## src/rtl/amp_mode_pkg.sv

```systemverilog
package amp_mode_pkg;
  typedef enum logic [2:0] {
    MODE_PWRDN   = 3'd0,
    MODE_SUSPEND = 3'd1,
    MODE_OPERATE = 3'd2,
    MODE_MUTE    = 3'd3,
    MODE_OFF     = 3'd4,
    MODE_FAULT   = 3'd5
  } amp_mode_e;
endpackage

```

## src/rtl/amp_fault_timer.sv

```systemverilog
module amp_fault_timer #(
  parameter int unsigned NUM_FLAGS      = 4,
  parameter int unsigned RECOVER_CYCLES = 25_000_000
) (
  input  logic                 clk,
  input  logic                 rst_n,
  input  logic [NUM_FLAGS-1:0] flags_i,
  output logic                 fault_active_o
);
  localparam int unsigned CW = (RECOVER_CYCLES > 1) ? $clog2(RECOVER_CYCLES) : 1;
  localparam logic [CW-1:0] LAST = CW'(RECOVER_CYCLES - 1);

  logic          any_flag;
  logic          hold_q, hold_n;
  logic [CW-1:0] cnt_q, cnt_n;
  logic          cnt_en;

  assign any_flag = |flags_i;
  assign cnt_en   = any_flag | hold_q;

  always_comb begin
    hold_n = hold_q;
    cnt_n  = cnt_q;
    if (any_flag) begin
      hold_n = 1'b1;
      cnt_n  = '0;
    end else if (hold_q) begin
      if (cnt_q == LAST) begin
        hold_n = 1'b0;
        cnt_n  = '0;
      end else begin
        cnt_n = cnt_q + 1'b1;
      end
    end
  end

  always_ff @(posedge clk or negedge rst_n) begin
    if (!rst_n) begin
      hold_q <= 1'b0;
      cnt_q  <= '0;
    end else if (cnt_en) begin
      hold_q <= hold_n;
      cnt_q  <= cnt_n;
    end
  end

  assign fault_active_o = any_flag | hold_q;

  AST_FLAG_RESTARTS: assert property (@(posedge clk) disable iff (!rst_n)
    any_flag |=> (hold_q && cnt_q == '0));
  AST_WINDOW_ENDS: assert property (@(posedge clk) disable iff (!rst_n)
    (hold_q && !any_flag && cnt_q == LAST) |=> !hold_q);
  AST_CNT_BOUND: assert property (@(posedge clk) disable iff (!rst_n)
    32'(cnt_q) < RECOVER_CYCLES);
endmodule

```

## src/rtl/amp_mode_decode.sv

```systemverilog
module amp_mode_decode
  import amp_mode_pkg::*;
(
  input  logic      fault_active_i,
  input  logic      pwr_down_i,
  input  logic      clk_valid_i,
  input  logic      spk_en_i,
  input  logic      spk_mute_i,
  input  logic      amp_en_i,
  output amp_mode_e target_o
);
  always_comb begin
    if (fault_active_i)                     target_o = MODE_FAULT;
    else if (pwr_down_i)                    target_o = MODE_PWRDN;
    else if (!clk_valid_i)                  target_o = MODE_SUSPEND;
    else if (spk_en_i && amp_en_i)          target_o = spk_mute_i ? MODE_MUTE : MODE_OPERATE;
    else                                    target_o = MODE_OFF;
  end
endmodule

```

## src/rtl/amp_mode_fsm.sv

```systemverilog
module amp_mode_fsm
  import amp_mode_pkg::*;
(
  input  logic      clk,
  input  logic      rst_n,
  input  amp_mode_e target_i,
  input  logic      soft_off_i,
  input  logic      ramp_done_i,
  output amp_mode_e mode_o,
  output logic      serial_en_o,
  output logic      path_en_o,
  output logic      pwm_drive_o,
  output logic      ramp_req_o,
  output logic      ramp_down_o
);
  amp_mode_e mode_q, mode_n;
  logic ramp_req_q, ramp_req_n;
  logic ramp_dn_q, ramp_dn_n;
  logic drain_q, drain_n;
  logic serial_q, serial_n;
  logic path_q, path_n;
  logic drive_q, drive_n;
  logic ramp_ack;

  assign ramp_ack = ramp_req_q & ramp_done_i;

  always_comb begin
    mode_n     = target_i;
    ramp_req_n = 1'b0;
    ramp_dn_n  = ramp_dn_q;
    drain_n    = 1'b0;
    case (target_i)
      MODE_OPERATE: begin
        if (mode_q == MODE_MUTE || (mode_q == MODE_OFF && drain_q)) begin
          ramp_req_n = 1'b1;
          ramp_dn_n  = 1'b0;
        end else if (mode_q == MODE_OPERATE) begin
          ramp_req_n = ramp_req_q & ~ramp_ack;
        end
      end
      MODE_MUTE: begin
        if (mode_q == MODE_OPERATE) begin
          ramp_req_n = 1'b1;
          ramp_dn_n  = 1'b1;
        end else if (mode_q == MODE_MUTE) begin
          ramp_req_n = ramp_req_q & ~ramp_ack;
        end
      end
      MODE_OFF: begin
        if (soft_off_i && (mode_q == MODE_OPERATE ||
                           (mode_q == MODE_MUTE && ramp_req_q && !ramp_ack))) begin
          ramp_req_n = 1'b1;
          ramp_dn_n  = 1'b1;
          drain_n    = 1'b1;
        end else if (mode_q == MODE_OFF && drain_q) begin
          drain_n    = ~ramp_ack;
          ramp_req_n = ~ramp_ack;
        end
      end
      default: ;
    endcase
    drive_n  = (target_i == MODE_OPERATE) || (target_i == MODE_MUTE) || drain_n;
    path_n   = drive_n;
    serial_n = (target_i != MODE_PWRDN);
  end

  always_ff @(posedge clk or negedge rst_n) begin
    if (!rst_n) begin
      mode_q     <= MODE_PWRDN;
      ramp_req_q <= 1'b0;
      ramp_dn_q  <= 1'b0;
      drain_q    <= 1'b0;
      serial_q   <= 1'b0;
      path_q     <= 1'b0;
      drive_q    <= 1'b0;
    end else begin
      mode_q     <= mode_n;
      ramp_req_q <= ramp_req_n;
      ramp_dn_q  <= ramp_dn_n;
      drain_q    <= drain_n;
      serial_q   <= serial_n;
      path_q     <= path_n;
      drive_q    <= drive_n;
    end
  end

  assign mode_o      = mode_q;
  assign serial_en_o = serial_q;
  assign path_en_o   = path_q;
  assign pwm_drive_o = drive_q;
  assign ramp_req_o  = ramp_req_q;
  assign ramp_down_o = ramp_dn_q;

  AST_FLOAT_QUIET_MODES: assert property (@(posedge clk) disable iff (!rst_n)
    (mode_q inside {MODE_PWRDN, MODE_SUSPEND, MODE_FAULT}) |-> !drive_q);
  AST_MUTE_RAMPS_DOWN: assert property (@(posedge clk) disable iff (!rst_n)
    (mode_q == MODE_OPERATE && target_i == MODE_MUTE) |=> (ramp_req_q && ramp_dn_q));
  AST_UNMUTE_RAMPS_UP: assert property (@(posedge clk) disable iff (!rst_n)
    (mode_q == MODE_MUTE && target_i == MODE_OPERATE) |=> (ramp_req_q && !ramp_dn_q));
  AST_REQ_HELD: assert property (@(posedge clk) disable iff (!rst_n)
    (ramp_req_q && !ramp_done_i && target_i == mode_q) |=> ramp_req_q);
  AST_SOFT_OFF_DRIVES: assert property (@(posedge clk) disable iff (!rst_n)
    (mode_q == MODE_OPERATE && target_i == MODE_OFF && soft_off_i) |=> (drive_q && ramp_req_q));
endmodule

```

## src/rtl/amp_mode_ctrl.sv

```systemverilog
module amp_mode_ctrl
  import amp_mode_pkg::*;
#(
  parameter int unsigned RECOVER_CYCLES = 25_000_000
) (
  input  logic       clk,
  input  logic       rst_n,
  input  logic       pwr_down_i,
  input  logic       spk_en_i,
  input  logic       spk_mute_i,
  input  logic       amp_en_i,
  input  logic       soft_off_i,
  input  logic       clk_valid_i,
  input  logic       flt_ocp_i,
  input  logic       flt_ovp_i,
  input  logic       flt_uvp_i,
  input  logic       flt_otp_i,
  input  logic       ramp_done_i,
  output logic [2:0] mode_o,
  output logic       serial_en_o,
  output logic       path_en_o,
  output logic       pwm_drive_o,
  output logic       ramp_req_o,
  output logic       ramp_down_o
);
  localparam int unsigned NUM_FLAGS = 4;

  logic [NUM_FLAGS-1:0] flags;
  logic                 fault_active;
  amp_mode_e            target;
  amp_mode_e            mode_cur;

  assign flags = {flt_otp_i, flt_uvp_i, flt_ovp_i, flt_ocp_i};

  amp_fault_timer #(
    .NUM_FLAGS      (NUM_FLAGS),
    .RECOVER_CYCLES (RECOVER_CYCLES)
  ) u_timer (
    .clk            (clk),
    .rst_n          (rst_n),
    .flags_i        (flags),
    .fault_active_o (fault_active)
  );

  amp_mode_decode u_decode (
    .fault_active_i (fault_active),
    .pwr_down_i     (pwr_down_i),
    .clk_valid_i    (clk_valid_i),
    .spk_en_i       (spk_en_i),
    .spk_mute_i     (spk_mute_i),
    .amp_en_i       (amp_en_i),
    .target_o       (target)
  );

  amp_mode_fsm u_fsm (
    .clk         (clk),
    .rst_n       (rst_n),
    .target_i    (target),
    .soft_off_i  (soft_off_i),
    .ramp_done_i (ramp_done_i),
    .mode_o      (mode_cur),
    .serial_en_o (serial_en_o),
    .path_en_o   (path_en_o),
    .pwm_drive_o (pwm_drive_o),
    .ramp_req_o  (ramp_req_o),
    .ramp_down_o (ramp_down_o)
  );

  assign mode_o = mode_cur;

  AST_FAULT_WINS: assert property (@(posedge clk) disable iff (!rst_n)
    (flt_ocp_i || flt_ovp_i || flt_uvp_i || flt_otp_i) |=> (mode_o == 3'd5));
  AST_PWRDN_QUIET: assert property (@(posedge clk) disable iff (!rst_n)
    (pwr_down_i && !fault_active) |=> (mode_o == 3'd0 && !serial_en_o && !pwm_drive_o));
  AST_SUSPEND_SEL: assert property (@(posedge clk) disable iff (!rst_n)
    (!clk_valid_i && !pwr_down_i && !fault_active) |=> (mode_o == 3'd1 && !path_en_o));
endmodule

```

## config.mk

```make
export PLATFORM = sky130hd
export DESIGN_NAME = amp_mode_ctrl
export DESIGN_NICKNAME = d
export VERILOG_FILES = /design/src/rtl/amp_mode_pkg.sv /design/src/rtl/amp_fault_timer.sv /design/src/rtl/amp_mode_decode.sv /design/src/rtl/amp_mode_fsm.sv /design/src/rtl/amp_mode_ctrl.sv
export SDC_FILE = /design/constraint.sdc
export NUM_CORES = 1
export LEC_CHECK = 0
export BUFFER_PORTS_ARGS = -buffer_cell sky130_fd_sc_hd__buf_2
export CAP_MARGIN = 20
export CORE_ASPECT_RATIO = 0.6
export CORE_MARGIN = 8
export CORE_UTILIZATION = 52
export DETAILED_ROUTE_END_ITERATION = 6
export GPL_TIMING_DRIVEN = 0
export PLACE_DENSITY = 0.72
export REMOVE_ABC_BUFFERS = 1
export SKIP_LAST_GASP = 1
export SLEW_MARGIN = 30
export SYNTH_ARGS = -nofsm -noshare
export SYNTH_HDL_FRONTEND = slang
export SYNTH_SLANG_ARGS = --single-unit
```

## constraint.sdc

```tcl
create_clock -name clk -period 2.6 [get_ports clk]
set_input_delay 0 -clock clk [delete_from_list [all_inputs] [get_ports clk]]
set_output_delay 0 -clock clk [all_outputs]
set_load 0.01 [all_outputs]
```

==> flow_metrics.tcl <==
set metrics [dict create \
    final_layout_size_suffix_gt1_frac 0.171 \
    rr_startpoint "u_timer.cnt_q[0]" \
    die_x_um 97.4 \
    multi_input_area_um2 1100 \
    hold_start "amp_en_i" \
    clk_path_buf_depth 2 \
    ys_seq_elements 34 \
    cts_tree "done" \
    ios 21 \
    setup_viol 0 \
    required_ps 2770 \
    clock-sinks 34 \
    synth_cell_types 52 \
    overflow 0 \
    nets 258 \
    post_layout_nonfiller_instances 292 \
    vias_per_cell 6.24 \
    dieArea_um2 6310 \
    hpwl_mm 3.44 \
    grt_antenna_before_repair 0 \
    p_per_area_nw_per_um2 430 \
    fmax_mhz 439 \
    worst_pin_slew_ps 865 \
    clkLatencyLatePin_ps 280 \
    synth_edf_count 0 \
    cp.arrival_ps 2440 \
    drv_cap 0 \
    ys_warn_count 0 \
    syn_avg_cell_area_um2 9.11 \
    detail_route.wirelength_mm 4.91 \
    drcViolationCount 0 \
    drtAntennaViolNets 0 \
    gp_congestion 0.803 \
    dr_total_vias 1823 \
    cts_inserted_buffers 5 \
    outcome "finished, final reports clean" \
    fill_cells 318 \
    dr.pass1.iters 4 \
    ys_seq_area_frac 0.412 \
    setup_tns_ps 0 \
    cts_resized 0 \
    ir_drop_uv 254 \
    layout.area.seq_um2 852 \
    synthCells 227 \
    grt_use_total 0.161 \
    post_drt_wl_per_cell_um 16.8 \
    dp_cells 281 \
    leakage_nw 0.918 \
    synthToLayoutAreaGrowth_pct 9.38 \
    end_kind "flop" \
    core_area_um2 3740 \
    io_buffers 20 \
    grt_max_degree 39 \
    cts_root_buf "clkbuf_8" \
    start_util 0.552 \
    hold_viol_final 0 \
    synth_area_um2 2070 \
    fp.dieH_um 64.8 \
    ys.flop_type "dfrtp_1" \
    startpoint "u_timer.cnt_q[0]" \
    drv_slew 0 \
    critPathLaunchType "flop" \
    critPathKind "flop to flop" \
    grt_pass1_vias 1669 \
    rsz0062_at_grt "no" \
    rows 17 \
    skew_ps 5.16 \
    totalPowerFinal_uw 973 \
    hold_class "input port to flop" \
    slew_headroom 0.424 \
    initialDrtViolationCount 175 \
    fin_crit_ps 2280 \
    ys_async_sr_fraction 1.00 \
    worstPathMaxFanout 9 \
    min_period_over_period 0.876 \
    path_clk_slew_ps 70 \
    h-tree-depth 2 \
    antenna_cells 0 \
    grt_pass1_wl_mm 8.42 \
]
routing by layer:
layer	vias to the layer above	global-route usage	share of wire
li1	884	-	-
met1	874	0.241	0.52
met2	60	0.217	0.40
met3	5	0.0487	0.077
met4	0	0.0338	0.0069
met5	-	0	0
per-stage QoR:
stage	setup WS (ps)	utilization	hold WS (ps)	cell area (um^2)
4_1_cts	327	0.604	45.2	2260
3_3_place_gp	-494	0.564	122	2110
3_5_place_dp	154	0.571	120	2140
2_1_floorplan	501	-	-296	1950
5_1_grt	155	0.604	93.4	2260
6_report	322	0.604	54.4	2260
worst max-delay path, stage by stage, from the launching register on:
cell and delay, ps:
dfrtp_1 400, ha_1 220, inv_1 80, or2_0 350
or4_4 660, and2_4 230, a32o_1 220
timing repair:
action | CTS | global route
hold buffers | 3 | 0
endpoints found under the setup margin | 0 | 0
hold endpoints to repair | 36 | 0
setup buffers | 0 | 0
registers in the layout, indices dropped and copies added (netlist names):
register	flops
u_fsm.ramp_down_o	1
u_fsm.serial_en_o	1
u_fsm.path_en_o	1
u_timer.cnt_q	25
u_timer.hold_q	1
u_fsm.ramp_req_o	1
u_fsm.mode_o	3
u_fsm.drain_q	1
layout by cell type (no fill, tap or decap), types with 2 or more instances in the layout:
cell	instances
dfrtp_1	33
nand2_1	27
buf_2	22
o21ai_0	15
nand3_1	13
nor2_1	13
a21oi_1	10
nand4_1	7
nor3b_1	7
a32o_1	7
nand3b_1	6
a21boi_0	6
clkbuf_8	6
nor4b_1	5
or4_1	4
inv_1	4
nand2b_1	4
and4_1	4
nor2b_1	3
nor4_2	3
and2_1	3
or3_1	3
dlygate4sd3_1	3
o211ai_1	2
and3_2	2
nor3_1	2
and3_1	2
xor2_1	2
o22ai_1	2
a31oi_1	2
power breakdown:
part | switching (mW) | total, mW | internal, mW | leakage, nW
logic | 0.0244 | 0.0379 | 0.0136 | 0.416
clock network | 0.191 | 0.405 | 0.214 | 0.0482
registers | 0.000505 | 0.530 | 0.529 | 0.454
area by class of cell:
| class | instances | area share |
|---|---|---|
| Sequential cell | 34 | 0.377 |
| Clock inverter | 1 | 0.00221 |
| Tap cell | 47 | 0.0260 |
| Inverter | 4 | 0.00664 |
| Multi-Input combinational cell | 174 | 0.488 |
| Clock buffer | 7 | 0.0382 |
| Timing Repair Buffer | 25 | 0.0620 |
worst paths after layout:
| path | to | slack, ps | depth (start not counted) |
|---|---|---|---|
| setup / recovery | u_timer.cnt_q[8] | 320 | 6 |
| hold / removal | u_fsm.path_en_o | 50 | 3 |
| setup reg to reg | u_timer.cnt_q[8] | 320 | 6 |
| hold reg to reg | u_fsm.ramp_down_o | 530 | 1 |
| max in group asynchronous | u_timer.hold_q | 1760 | 2 |
| min in group asynchronous | u_timer.cnt_q[21] | 320 | 2 |
cell usage after synthesis, types with 2 or more instances:
library cell | number | area share
dfrtp_1 | 34 | 0.41
nand2_1 | 27 | 0.049
o21ai_0 | 15 | 0.036
nand3_1 | 13 | 0.031
nor2_1 | 13 | 0.024
a21oi_1 | 10 | 0.024
a32o_1 | 7 | 0.034
nand4_1 | 7 | 0.021
nor3b_1 | 7 | 0.025
a21boi_0 | 6 | 0.022
nand3b_1 | 6 | 0.022
nor4b_1 | 5 | 0.021
and4_1 | 4 | 0.017
buf_6 | 4 | 0.022
clkbuf_1 | 4 | 0.0073
inv_1 | 4 | 0.0073
nand2b_1 | 4 | 0.012
or4_1 | 4 | 0.015
and2_1 | 3 | 0.0091
clkbuf_2 | 3 | 0.0073
nor2b_1 | 3 | 0.0091
nor3_1 | 3 | 0.0073
nor4_1 | 3 | 0.0091
or3_1 | 3 | 0.0091
a31oi_1 | 2 | 0.0061
and3_1 | 2 | 0.0061
and3_2 | 2 | 0.0073
clkbuf_8 | 2 | 0.013
o211ai_1 | 2 | 0.0073
o22ai_1 | 2 | 0.0061
xor2_1 | 2 | 0.0085
cell families after synthesis:
| logic type | after synthesis | synth area share |
|---|---|---|
| AO/OA/AOI/OAI | 53 | 0.174 |
| adder cells (fa/ha/maj) | 1 | 0.00605 |
| buffers and inverters | 19 | 0.0629 |
| AND/OR/NAND/NOR | 118 | 0.337 |
| flip-flops | 34 | 0.412 |
| XOR/XNOR | 2 | 0.00848 |
Power figures use the tool's default switching activity.
